`src/rtl/elemSeqPkg.sv`:
```
package elemSeqPkg;

  typedef struct packed {
    logic load;     // capture a new command
    logic advance;  // step to the next element
  } seqStrobe_t;

  typedef enum logic {
    SEQ_IDLE = 1'b0,
    SEQ_RUN  = 1'b1
  } seqState_t;

  localparam logic [2:0] MAX_OP_LOG = 3'd4;

  // load width code, clamped to 128 bits
  function automatic logic [2:0] opLogOf(input logic [2:0] code);
    return (code > MAX_OP_LOG) ? MAX_OP_LOG : code;
  endfunction

  // element width code to log2 bytes; code 0 selects XLEN
  function automatic logic [2:0] elemLogOf(input logic [1:0] code,
                                           input logic [2:0] xlenLog);
    logic [2:0] r;
    case (code)
      2'd1:    r = 3'd0;
      2'd2:    r = 3'd1;
      2'd3:    r = 3'd2;
      default: r = xlenLog;
    endcase
    return r;
  endfunction

endpackage

```
`src/rtl/elemSeqCtrl.sv`:
```
module elemSeqCtrl
  import elemSeqPkg::*;
(
  input  logic       clk,
  input  logic       rstN,
  input  logic       cmdValid,
  input  logic       cmdVlZero,
  input  logic       reqReady,
  input  logic       isLast,
  output logic       cmdReady,
  output logic       reqValid,
  output seqStrobe_t strobe
);

  seqState_t state, stateNext;

  always_ff @(posedge clk) begin
    if (!rstN) state <= SEQ_IDLE;
    else       state <= stateNext;
  end

  always_comb begin
    stateNext      = state;
    strobe.load    = 1'b0;
    strobe.advance = 1'b0;
    case (state)
      SEQ_IDLE: begin
        if (cmdValid) begin
          strobe.load = 1'b1;
          if (!cmdVlZero) stateNext = SEQ_RUN;
        end
      end
      default: begin
        if (reqReady) begin
          if (isLast) stateNext = SEQ_IDLE;
          else        strobe.advance = 1'b1;
        end
      end
    endcase
  end

  assign cmdReady = (state == SEQ_IDLE);
  assign reqValid = (state == SEQ_RUN);

endmodule

```
`src/rtl/elemSeqDatapath.sv`:
```
module elemSeqDatapath
  import elemSeqPkg::*;
#(
  parameter int ADDR_W = 32,
  parameter int REG_W  = 7,
  parameter int VL_W   = 8,
  parameter int XLEN   = 64
) (
  input  logic              clk,
  input  logic              rstN,
  input  seqStrobe_t        strobe,
  input  logic [2:0]        cmdOpWidth,
  input  logic [1:0]        cmdElemCode,
  input  logic [REG_W-1:0]  cmdBaseReg,
  input  logic [ADDR_W-1:0] cmdImm,
  input  logic [VL_W-1:0]   cmdVl,
  input  logic [ADDR_W-1:0] regBase,
  output logic [REG_W-1:0]  regIdx,
  output logic [ADDR_W-1:0] reqAddr,
  output logic [2:0]        reqSize,
  output logic              isLast
);

  localparam logic [2:0] XLEN_LOG = 3'($clog2(XLEN / 8));

  logic [2:0]        sizeLogQ, epbLogQ;
  logic [REG_W-1:0]  baseRegQ;
  logic [ADDR_W-1:0] immQ;
  logic [VL_W-1:0]   lastIdxQ, idxQ;

  logic [2:0] opLog, elemLog;
  assign opLog   = opLogOf(cmdOpWidth);
  assign elemLog = elemLogOf(cmdElemCode, XLEN_LOG);

  always_ff @(posedge clk) begin
    if (!rstN) begin
      sizeLogQ <= '0;
      epbLogQ  <= '0;
      baseRegQ <= '0;
      immQ     <= '0;
      lastIdxQ <= '0;
      idxQ     <= '0;
    end else if (strobe.load) begin
      // fetch is the narrower of element and load; at least one per block
      sizeLogQ <= (opLog < elemLog) ? opLog : elemLog;
      epbLogQ  <= (opLog > elemLog) ? (opLog - elemLog) : 3'd0;
      baseRegQ <= cmdBaseReg;
      immQ     <= cmdImm;
      lastIdxQ <= cmdVl - VL_W'(1);
      idxQ     <= '0;
    end else if (strobe.advance) begin
      idxQ <= idxQ + VL_W'(1);
    end
  end

  logic [VL_W-1:0]   blockIdx, slotIdx;
  logic [ADDR_W-1:0] slotOffset;

  always_comb begin
    blockIdx   = idxQ >> epbLogQ;
    slotIdx    = idxQ - (blockIdx << epbLogQ);
    slotOffset = ADDR_W'(slotIdx) << sizeLogQ;
  end

  assign regIdx  = baseRegQ + REG_W'(blockIdx);
  assign reqAddr = regBase + immQ + slotOffset;
  assign reqSize = sizeLogQ;
  assign isLast  = (idxQ == lastIdxQ);

endmodule

```
`src/rtl/elemAddrSeq.sv`:
```
module elemAddrSeq
  import elemSeqPkg::*;
#(
  parameter int ADDR_W = 32,
  parameter int REG_W  = 7,
  parameter int VL_W   = 8,
  parameter int XLEN   = 64
) (
  input  logic              clk,
  input  logic              rstN,
  input  logic              cmdValid,
  output logic              cmdReady,
  input  logic [2:0]        cmdOpWidth,
  input  logic [1:0]        cmdElemCode,
  input  logic [REG_W-1:0]  cmdBaseReg,
  input  logic [ADDR_W-1:0] cmdImm,
  input  logic [VL_W-1:0]   cmdVl,
  output logic [REG_W-1:0]  regIdx,
  input  logic [ADDR_W-1:0] regBase,
  output logic              reqValid,
  input  logic              reqReady,
  output logic [ADDR_W-1:0] reqAddr,
  output logic [2:0]        reqSize,
  output logic              reqLast
);

  seqStrobe_t strobe;
  logic       isLast;
  logic       cmdVlZero;

  assign cmdVlZero = (cmdVl == '0);

  elemSeqCtrl uCtrl (
    .clk       (clk),
    .rstN      (rstN),
    .cmdValid  (cmdValid),
    .cmdVlZero (cmdVlZero),
    .reqReady  (reqReady),
    .isLast    (isLast),
    .cmdReady  (cmdReady),
    .reqValid  (reqValid),
    .strobe    (strobe)
  );

  elemSeqDatapath #(
    .ADDR_W (ADDR_W),
    .REG_W  (REG_W),
    .VL_W   (VL_W),
    .XLEN   (XLEN)
  ) uDp (
    .clk         (clk),
    .rstN        (rstN),
    .strobe      (strobe),
    .cmdOpWidth  (cmdOpWidth),
    .cmdElemCode (cmdElemCode),
    .cmdBaseReg  (cmdBaseReg),
    .cmdImm      (cmdImm),
    .cmdVl       (cmdVl),
    .regBase     (regBase),
    .regIdx      (regIdx),
    .reqAddr     (reqAddr),
    .reqSize     (reqSize),
    .isLast      (isLast)
  );

  assign reqLast = reqValid & isLast;

endmodule

```
`config.mk`:
```
export PLATFORM = sky130hd
export DESIGN_NAME = elemAddrSeq
export DESIGN_NICKNAME = d
export VERILOG_FILES = /design/src/rtl/elemSeqPkg.sv /design/src/rtl/elemSeqCtrl.sv /design/src/rtl/elemSeqDatapath.sv /design/src/rtl/elemAddrSeq.sv
export SDC_FILE = /design/constraint.sdc
export NUM_CORES = 1
export LEC_CHECK = 0
export BUFFER_PORTS_ARGS = -buffer_cell sky130_fd_sc_hd__buf_2
export CAP_MARGIN = 10
export CORE_ASPECT_RATIO = 0.9
export CORE_UTILIZATION = 35
export DETAILED_ROUTE_END_ITERATION = 7
export GPL_TIMING_DRIVEN = 0
export SLEW_MARGIN = 10
export SYNTH_ARGS = -nofsm -noshare
export SYNTH_HDL_FRONTEND = slang
export SYNTH_SLANG_ARGS = --single-unit
```
`constraint.sdc`:
```
create_clock -name clk -period 8.32 [get_ports clk]
set_input_delay 0.832 -clock clk [delete_from_list [all_inputs] [get_ports clk]]
set_output_delay 0.832 -clock clk [all_outputs]
set_load 0.1 [all_outputs]
```
==> Yosys cells after proc, flatten, opt, wreduce, memory -nomap -nowiden <==
Cells that the tools add are included.
{ "totals": {"word_cells": 42, "inputBits": 88, "ff_bits": 62} }
{ "op_classes": {"add_sub_neg": 7, "shift": 3, "reduce_logical": 2, "n_mux": 13, "n_bitwise": 3, "magnitude_cmp": 3, "eq_ne": 4} }
{ "ops": {"columns": ["op", "count"], "rows": [
  ["$add A32 B32 Y32", 2],
  ["$shl A8 B3 Y32", 1],
  ["$mux W1", 9],
  ["$mux W3", 3],
  ["$add A8 B1 Y8 const B", 1],
  ["$eq A8 B8 Y1", 1],
  ["$logic_not A8 Y1", 1],
  ["$shl A8 B3 Y8", 1],
  ["$shr A8 B3 Y8", 1],
  ["$sub A8 B1 Y8 const B", 1],
  ["$sub A8 B8 Y8", 1],
  ["$add A7 B7 Y7", 1],
  ["$pmux W2 S3", 1],
  ["$eq A2 B2 Y1 const B", 2],
  ["$gt A3 B2 Y1", 1],
  ["$gt A3 B3 Y1 const B", 1],
  ["$lt A3 B2 Y1", 1],
  ["$sub A3 B2 Y3", 1],
  ["$eq A2 B1 Y1 const B", 1],
  ["$not A1 Y1", 2],
  ["$reduce_or A2 Y1", 1],
  ["$and A1 B1 Y1", 1]
]} }

==> Logic depth before layout (Yosys ltp) <==
Gate-level depths: netlist of the first run.
{ "logic_depth": {"depth_word": 5, "depth_mapped": 27} }

==> By module <==
A second synthesis of the first run with hierarchy kept.
{ "unflattened": {"hier_cells": 695, "area_unflattened_um2": 5984.5} }
{ "by_module_without_submodules": {"columns": ["module", "n_inst", "cells_each", "area_per_inst_um2"], "rows": [
  ["elemSeqDatapath", 1, 683, 5900.7],
  ["elemSeqCtrl", 1, 8, 58.8],
  ["elemAddrSeq", 1, 4, 25.0]
]} }

==> Worst setup path before layout of the first run <==
Ideal clock, no wire load.
{ "synth_path": {"kind": "register to output", "from": "register uDp.epbLogQ[1]", "to": "output port reqAddr[12]", "stages_incl_launch_ff": 22, "required_ns": 7.488, "arrival_time_ns": 8.261, "setup_slack_ns": -0.773, "path_buffers": 1, "path_cell_list": "dfxtp_1 clkbuf_1 mux2_2 nand2_1 o21a_1 o21ai_0 mux4_2 nand2b_1 ha_1 o21a_1 o211a_1 o21ai_0 o21ai_0 o22ai_1 fa_1 ha_1 a21o_1 a31o_2 o21ai_0 o21bai_1 a21bo_2 o311ai_0"} }
{ "synth_via": {"elab_chain_cells": 5} }
{ "synth_lines": {"columns": ["element", "line", "source"], "rows": [
  ["from (decl)", "elemSeqDatapath.sv:26", "logic [2:0] sizeLogQ, epbLogQ;"],
  ["from (signal assigned)", "elemSeqDatapath.sv:46", "epbLogQ <= (opLog > elemLog) ? (opLog - elemLog) : 3'd0;"],
  ["$shr A8 B3 Y8", "elemSeqDatapath.sv:60", "blockIdx = idxQ >> epbLogQ;"],
  ["$shl A8 B3 Y8 *", "elemSeqDatapath.sv:61", "slotIdx = idxQ - (blockIdx << epbLogQ);"],
  ["$sub A8 B8 Y8 *", "elemSeqDatapath.sv:61", null],
  ["$shl A8 B3 Y32 *", "elemSeqDatapath.sv:62", "slotOffset = ADDR_W'(slotIdx) << sizeLogQ;"],
  ["$add A32 B32 Y32 *", "elemSeqDatapath.sv:66", "assign reqAddr = regBase + immQ + slotOffset;"],
  ["to (decl)", "elemAddrSeq.sv:22", "output logic [ADDR_W-1:0] reqAddr,"]
]} }
Every way passes the cells marked *; elsewhere a longest branch is shown, timed or not.

==> Worst setup path in the final report of the first run <==
{ "layout_path": {"from": "register uDp.idxQ[2]", "to": "output port reqAddr[29]"} }
{ "layout_via": {"elab_chain_cells": 5} }
{ "layout_lines": {"columns": ["element", "line", "source"], "rows": [
  ["from (decl)", "elemSeqDatapath.sv:29", "logic [VL_W-1:0] lastIdxQ, idxQ;"],
  ["from (signal assigned)", "elemSeqDatapath.sv:52", "idxQ <= idxQ + VL_W'(1);"],
  ["$shr A8 B3 Y8", "elemSeqDatapath.sv:60", null],
  ["$shl A8 B3 Y8", "elemSeqDatapath.sv:61", null],
  ["$sub A8 B8 Y8 *", "elemSeqDatapath.sv:61", null],
  ["$shl A8 B3 Y32 *", "elemSeqDatapath.sv:62", null],
  ["$add A32 B32 Y32 *", "elemSeqDatapath.sv:66", null]
]} }
Marks and branches as above.

==> results.toml, run 1 <==
[sta]
tightest_slew_ns = 0.6394
rsz0062_at_grt = "false"
setup_viol = 0
hold_violations = 0
period_needed_ns = 7.751
slew_viol_final = 0
maxSlewHeadroom_pct = 56.81
clock_skew_ns = 0.006480
fmax_ghz = 0.1290
period_share_pct = 93.17
setup_tns_ns = 0

[detailed_routing]
drt_iter0_markers = 236
drc_errors = 40
vias = 5463
vias_per_cell = 5.087
ant_nets = 0
routedWlPerCell_um = 14.39
dr.pass1.iters = 6
wl_um = 15460

[logic_synthesis]
synthCells = 718
synth_seq_cells = 62
synth_top_area_share_pct = 21.21
yosys_warnings = 0
netlist_area_um2 = 5853
ys_types = 63
synth_seq_area_share_pct = 21.21
ys_async_sr_fraction_pct = 0
synth_edf_count = 0
synthTopCellsByCount = "ha_1, inv_1, nand2_1"
synth_area_leader_cell = "dfxtp_1"
synthFlopType = "dfxtp_1"
avgSynthCellArea_um2 = 8.152
synthTopCellsByArea = "dfxtp_1, ha_1, fa_1"
syn_nets = 892
synth_most_common_cell = "ha_1"

[power_and_ir_drop]
cellPowerDensity_nw_per_um2 = 207.9
vdd_drop_max_uv = 140.7
p_leak_nw = 3.378

[critical_path]
worstPathArrival_ns = 6.92
slowest_delay_ns = 0.52
r2r_cells = 6
r2r_end = "uDp.baseRegQ[1]"
crit_family = "compound AO/OA/AOI/OAI gates"
r2r_start = "uCtrl.reqValid"
cp-end-kind = "output pin"
r2r_slack_ns = 6.12
cp_num_buf_inv = 3
crit_top_cell = "o21ai_0"
startpoint_type = "register"
critPathRequiredTime_ns = 7.49
crit_type = "reg -> out"
crit_fanout = 7
cp_slowest_cell = "o41a_1"

[final_layout]
multi_input_area_um2 = 4210
stdcell_area_um2 = 7102
layout.nets = 1035
ff_latch_area_um2 = 1241
drive_above_1_share_pct = 19.40
fillers = 1676
area_growth_pct = 21.33
instances_no_fill = 1074

[hold_path]
hold_end = "uDp.lastIdxQ[0]"
min_path_cells = 2
hold_path.startpoint = "uDp.lastIdxQ[0]"
hold_class = "reg -> reg"

[cts]
cts_tree = "built"
cts-root-buf = "clkbuf_16"
clock_path_buffers = 2
cts_setup_buffers = 0
clk_pin_slew_worst_paths_ns = 0.06
ctsHoldBuffers = 0
cts_sinks = 62
htreeDepth = 3
numCtsBuffers = 9
post_cts_resized = 0
insertion_delay_ns = 0.34

[global_routing]
grt-ovfl-total = 0
grt_max_degree = 12
grt_pass1_wl_um = 25560
grt_usage_pct = 18.51
antenna_found_initial = 2
first_global_vias = 5228

[floorplanning]
rows = 44
die_width_um = 138.3
core_area_um2 = 16240
initial_core_util_pct = 36.04
die_y_um = 124.7
die_area_um2 = 17250
io_pins = 133

[place]
dpl_cell_area_um2 = 6773
dp.cells = 1057
place_congestion = 0.8548
hpwlAfterDp_um = 12580
io_buffer_count = 132

[flow_run]
cap_violations = 0

[outcome]
violations = "DRC"
status = "finished with violations"
## cell usage in the layout (no fill, tap or decap), drive strengths merged, types with 4 or more instances in the layout
cell,instances
a31oi,8
a21oi,38
and3,7
nand4,7
o21bai,11
nand2,65
inv,65
xnor2,36
nor4,4
fa,19
nor2b,7
o21ai,48
nor3b,5
or3,4
dfxtp,62
or2,5
nand2b,11
nand3b,4
xor2,20
a211oi,7
nor2,40
mux2i,14
a22o,32
nor3,14
ha,67
clkbuf,40
nand3,14
o211ai,7
o21a,5
a21o,19
buf,136
## report_power, final
part / internal [mW] / switching [mW] / total, mW
clock network: 0.270 / 0.143 / 0.413
registers: 0.315 / 0.0102 / 0.325
logic: 0.169 / 0.569 / 0.738
total: 0.754 / 0.722 / 1.48
## state kept, by name (all words and copies together), names as in the netlist
name            count
uDp.epbLogQ         3
uDp.immQ           32
uDp.idxQ            8
uDp.reqSize         3
uDp.baseRegQ        7
uDp.lastIdxQ        8
uCtrl.reqValid      1
## per-layer routing
layer	part of all wire [%]	wire (um)	vias to the layer above	track usage, %
li1	-	-	2826	-
met1	51	7910	2484	25.51
met2	41	6393	141	27.71
met3	6.6	1020	10	6.382
met4	0.78	121	2	3.635
met5	0.065	10	-	0
## layout make-up
| type | count | share of cell area (%) |
|---|---|---|
| plain buffers | 35 | 2.185 |
| clock buffers | 11 | 3.418 |
| flip-flops and latches | 62 | 17.48 |
| well taps | 207 | 3.647 |
| repair buffers | 132 | 9.302 |
| multi-input cells | 555 | 59.28 |
| inverters | 66 | 3.488 |
| clock inverters | 5 | 1.163 |
| diodes | 1 | 0.03524 |
## kinds of logic after synthesis
group           count (synthesis)  share of synthesized area [%]
xor+xnor                       56                          8.380
buf+inv                       101                          6.862
mux                            18                          3.356
compound gates                203                          23.66
simple gates                  192                          15.71
flops                          62                          21.21
fa+ha+maj                      86                          20.82
## worst reg2reg max path, cell delays in order, from the launching register on
cell and delay, ns:
dfxtp_1 0.35, nor2b_1 0.39, and2_1 0.23, clkbuf_1 0.36, buf_1 0.55, nand2_1 0.15
o21ai_0 0.10
## worst max path at each step
stage,startpoint,to,cells after the start
after floorplan,uDp.epbLogQ[1],reqAddr[12],21
after global placement,uDp.idxQ[2],reqAddr[30],26
after detailed placement,uDp.idxQ[2],reqAddr[30],26
after CTS,uDp.idxQ[2],reqAddr[30],26
after global routing,uDp.epbLogQ[1],reqAddr[28],26
final,uDp.idxQ[2],reqAddr[29],26
## stage by stage
stage                     util [%]  hold WS [ns]  setup slack (ns)  total power [mW]
after floorplan                  -        0.4458            0.4103            0.9376
after global placement       41.70        0.4611            0.9023             1.066
after detailed placement     41.70        0.4688            0.8957             1.069
after CTS                    43.71        0.4809            0.4949             1.489
after global routing         43.71        0.4924           0.01312             1.550
final                        43.73        0.4731            0.5686             1.477
No activity file was read; power rests on OpenSTA's default activity.
==> run 2: changes to the inputs <==
==> constraint.sdc (replaced) <==
create_clock -name clk -period 8.32 [get_ports clk]
set_input_delay 1.664 -clock clk [delete_from_list [all_inputs] [get_ports clk]]
set_output_delay 1.664 -clock clk [all_outputs]
set_load 0.1 [all_outputs]
==> results.toml, run 2 (synthesized netlist as in run 1, its figures left out) <==
[critical_path]
crit_type = "reg -> out"
r2r_slack_ns = 6.16
crit_fanout = 7
critPathRequiredTime_ns = 6.66
r2r_start = "uCtrl.reqValid"
startpoint_type = "register"
cp-end-kind = "output pin"
worstPathArrival_ns = 6.28
r2r_end = "uDp.immQ[9]"
r2r_cells = 6

[power_and_ir_drop]
p_leak_nw = 3.415
cellPowerDensity_nw_per_um2 = 206.8
p_switching_uw = 728.2
p_clk_share_pct = 27.7
p_seq_share_pct = 22.1
power_frac_comb_pct = 50.1
power.internal_uw = 752.6
vdd_drop_max_uv = 97.17
swShare_pct = 49.17

[cts]
insertion_delay_ns = 0.34
cts_setup_buffers = 0
clock_path_buffers = 2
htreeDepth = 3
cts_sinks = 62
cts_tree = "built"
numCtsBuffers = 9
clk_pin_slew_worst_paths_ns = 0.06
cts-root-buf = "clkbuf_16"

[sta]
setup_viol = 0
rsz0062_at_grt = "true"
whs_ns = 0.4696
slew_viol_final = 0
hold_violations = 0
setup_tns_ns = 0
tightest_slew_ns = 0.6324
fmax_ghz = 0.1258
period_share_pct = 95.52
period_needed_ns = 7.947
clock_skew_ns = 0.007888
maxSlewHeadroom_pct = 57.84

[hold_path]
hold_path.startpoint = "uDp.lastIdxQ[4]"
min_path_cells = 2
hold_end = "uDp.lastIdxQ[4]"
hold_class = "reg -> reg"

[detailed_routing]
drc_errors = 40
dr.pass1.iters = 7
wl_um = 15330
vias_per_cell = 5.042
ant_nets = 0
drt_iter0_markers = 334
vias = 5400
routedWlPerCell_um = 14.31

[place]
place_congestion = 0.8497
hpwlAfterDp_um = 12600
io_buffer_count = 132
dpl_cell_area_um2 = 6780

[final_layout]
layout.nets = 1032
layout_commonest_cell = "buf_2"
area_growth_pct = 22.34
regMostFlops = "uDp.immQ"
stdcell_area_um2 = 7161
layout_common_cells = "buf_2, ha_1, inv_1, nand2_1, dfxtp_1"
drive_above_1_share_pct = 21.09
top_regs = "uDp.immQ: 32 flops, uDp.idxQ: 8 flops, uDp.lastIdxQ: 8 flops"
largest_reg_flops = 32

[floorplanning]
die_y_um = 124.7
die_width_um = 138.3
rows = 44
initial_core_util_pct = 36.04
die_area_um2 = 17250
io_pins = 133
core_area_um2 = 16240

[flow_run]
cap_violations = 0

[global_routing]
grt_pass1_wl_um = 25100
grt-ovfl-total = 0
antenna_found_initial = 1
first_global_vias = 5145
grt_usage_pct = 18.24
grt_max_degree = 13

[outcome]
violations = "DRC"
status = "finished with violations"
-- run 2: changes by cell type in the layout (fill, tap and decap cells not counted), sizes merged --
cell / delta
buf: -2
clkbuf: -2
clkdlybuf4s25: -1
clkinv: +4
clkinvlp: -2
-- run 2: repair_timing --
action	4_1_cts	5_1_grt
resized for setup	9	30
hold buffers	0	0
pin swaps	0	5
endpoints found under the setup margin	15	23
-- run 2: layout make-up --
class / instances / area (um^2)
Fill cell: 1665 / 9080
Multi-Input combinational cell: 555 / 4248
Sequential cell: 62 / 1244
Timing Repair Buffer: 132 / 688.2
Tap cell: 207 / 259.0
Inverter: 66 / 247.7
Clock buffer: 9 / 225.2
Buffer: 32 / 147.6
Clock inverter: 7 / 98.84
Antenna cell: 1 / 2.502
-- run 2: metal layers --
metal	share of wire (%)	vias up	GRT usage, %
met3	6.4	9	5.113
met5	0	-	0
met1	52	2432	25.89
met2	41	138	26.87
li1	-	2821	-
met4	1.1	0	4.494
-- run 2: metrics by stage --
stage	power (mW)	std cells	utilization, %	setup WS, ns
after floorplan	0.9388	718	-	0.1075
after global placement	1.067	1057	41.75	0.04738
after detailed placement	1.068	1057	41.75	0.03092
after CTS	1.486	1072	43.80	0.003841
after global routing	1.550	1070	44.08	-0.007782
final	1.481	1071	44.09	0.3730
-- run 2: worst max-delay path, stage by stage, from the launching register on --
cell	delay (ns)
dfxtp_1	0.34
clkbuf_4	0.19
nor2b_1	0.19
a21oi_1	0.08
o21a_1	0.19
o21ai_2	0.17
mux2i_1	0.12
o21ai_1	0.15
nand2b_1	0.08
ha_1	0.32
o21a_1	0.15
o21a_1	0.20
o211a_1	0.24
o21ai_0	0.30
o21ai_0	0.16
o22ai_1	0.21
fa_1	0.45
ha_1	0.37
a21o_1	0.22
a21oi_1	0.27
nand2_1	0.13
a31oi_1	0.32
o41a_1	0.37
o21ai_0	0.17
xor2_1	0.18
clkbuf_4	0.36
-- run 2: power groups by stage --
stage,combinational [mW],clock (mW),sequential (mW)
floorplan,0.601,0,0.338
global placement,0.735,0,0.332
detailed placement,0.736,0,0.332
CTS,0.740,0.419,0.327
global route,0.790,0.431,0.330
finish,0.743,0.411,0.328
-- run 2: how the worst max path moves through the flow --
| stage | depth (start not counted) | slack (ns) | startpoint | endpoint |
|---|---|---|---|---|
| 4_1_cts | 25 | 0.004 | uDp.epbLogQ[0] | reqAddr[31] |
| 3_3_place_gp | 25 | 0.05 | uDp.idxQ[2] | reqAddr[30] |
| 2_1_floorplan | 24 | 0.11 | uDp.epbLogQ[1] | reqAddr[28] |
| 6_report | 25 | 0.37 | uDp.idxQ[2] | reqAddr[27] |
| 3_5_place_dp | 26 | 0.03 | uDp.idxQ[2] | reqAddr[28] |
| 5_1_grt | 25 | -0.008 | uDp.idxQ[2] | reqAddr[26] |
==> run 3: changes to the inputs <==
- CORE_UTILIZATION: 35 -> 56
- PLACE_DENSITY: unset -> 0.82
- clock period: 8.32 -> 8.8 ns (I/O delays scaled with it)
==> results.toml, run 3 (synthesized netlist as in run 1, its figures left out) <==
[cts]
cts_setup_buffers = 0
clk_pin_slew_worst_paths_ns = 0.06
cts_tree = "built"
clock_path_buffers = 2
insertion_delay_ns = 0.33
cts-root-buf = "clkbuf_16"
htreeDepth = 3
numCtsBuffers = 9
cts_sinks = 62

[floorplanning]
rows = 35
initial_core_util_pct = 57.36
core_area_um2 = 10200
die_y_um = 98.99
die_width_um = 109.8
io_pins = 133
die_area_um2 = 10870

[global_routing]
grt_max_degree = 11
first_global_vias = 5589
grt-ovfl-total = 0
antenna_found_initial = 0
grt_usage_pct = 29.94
grt_pass1_wl_um = 25500

[final_layout]
top_regs = "uDp.immQ: 32 flops, uDp.idxQ: 8 flops, uDp.lastIdxQ: 8 flops"
regMostFlops = "uDp.immQ"
layout.nets = 1033
layout_common_cells = "buf_2, ha_1, inv_1, nand2_1, dfxtp_1"
instances_no_fill = 992
fillers = 838
layout_commonest_cell = "buf_2"
antenna_cells = 0
area_growth_pct = 19.24
drive_above_1_share_pct = 19.70
largest_reg_flops = 32

[detailed_routing]
wl_um = 15850
dr.pass1.iters = 5
drc_errors = 0
drt_iter0_markers = 299
vias = 5661
routedWlPerCell_um = 15.98
ant_nets = 0
vias_per_cell = 5.707

[place]
place_congestion = 0.9181
io_buffer_count = 132
hpwlAfterDp_um = 12700
dp.cells = 979

[sta]
slew_viol_final = 0
fmax_ghz = 0.1185
tightest_slew_ns = 0.6648
period_share_pct = 95.91
setup_tns_ns = 0
clock_skew_ns = 0.005037
rsz0062_at_grt = "false"
maxSlewHeadroom_pct = 55.41
setup_viol = 0
hold_violations = 0
period_needed_ns = 8.440

[critical_path]
crit_type = "reg -> out"
critPathRequiredTime_ns = 7.04
crit_fanout = 6
startpoint_type = "register"
worstPathArrival_ns = 6.68
cp-end-kind = "output pin"

[power_and_ir_drop]
vdd_drop_max_uv = 233.3
p_leak_nw = 3.382
cellPowerDensity_nw_per_um2 = 195.0

[flow_run]
cap_violations = 0

[hold_path]
hold_class = "reg -> reg"

[outcome]
status = "completed"
==> run 3: where the power goes <==
part / total [mW] / switching (mW) / internal, mW
Clock: 0.348 / 0.124 / 0.224
Sequential: 0.311 / 0.0125 / 0.298
Combinational: 0.703 / 0.540 / 0.163
==> run 3: final timing paths <==
kind / to / from / slack [ns] / depth (start not counted)
hold reg to reg: uDp.lastIdxQ[5] / uDp.lastIdxQ[5] / 0.48 / 2
setup reg to reg: uDp.immQ[10] / uCtrl.reqValid / 6.57 / 6
hold / removal: uDp.lastIdxQ[5] / uDp.lastIdxQ[5] / 0.48 / 2
setup / recovery: reqAddr[18] / uDp.idxQ[4] / 0.36 / 26
==> run 3: per-stage QoR <==
stage	instance area [um^2]	setup slack, ns	utilization [%]	hold slack [ns]	power [mW]
floorplan	5861	0.4915	-	0.4458	0.8876
global placement	6683	0.6498	65.49	0.4598	0.9981
detailed placement	6683	0.5525	65.49	0.4650	1.011
CTS	6973	0.1567	68.34	0.4811	1.361
global route	6979	0.008137	68.40	0.5136	1.424
finish	6979	0.3603	68.40	0.4804	1.361
==> run 3: what timing repair did <==
action	in CTS	in global routing
resized for setup	0	14
hold endpoints to repair	0	0
hold buffers	0	0
setup endpoints to repair	0	14
==> run 3: area by class of cell <==
type / count / area (um^2) / area share [%]
repair buffers: 132 / 670.6 / 9.609
clock buffers: 11 / 242.7 / 3.478
flip-flops and latches: 62 / 1241 / 17.78
plain buffers: 33 / 150.1 / 2.151
inverters: 66 / 247.7 / 3.550
well taps: 129 / 161.4 / 2.313
clock inverters: 4 / 47.55 / 0.6812
multi-input cells: 555 / 4218 / 60.43
==> run 3: critical path, stage by stage (launching register included) <==
cell and delay (ns):
dfxtp_1 0.34, clkbuf_1 0.31, mux2i_1 0.14, and2_1 0.19, nand3b_1 0.15, o21ai_0 0.15
mux2i_1 0.15, o21ai_0 0.17, nand2b_1 0.08, ha_1 0.33, a21o_1 0.19, a21oi_1 0.31
xnor2_1 0.14, nand2_1 0.08, o21ai_0 0.17, o21ai_0 0.35, o22ai_1 0.17, fa_1 0.47
ha_1 0.38, a21o_1 0.21, a31o_2 0.22, o21ai_1 0.34, o21ai_0 0.13, or2_2 0.35
a21oi_1 0.20, xnor2_1 0.14, buf_2 0.45
==> run 3: layer usage <==
metal,global-route usage (%),vias to the layer above,wire (um)
met2,51.72,174,7637
li1,-,2815,-
met3,6.746,20,981
met5,0,-,0
met4,8.718,0,264
met1,36.89,2652,6967
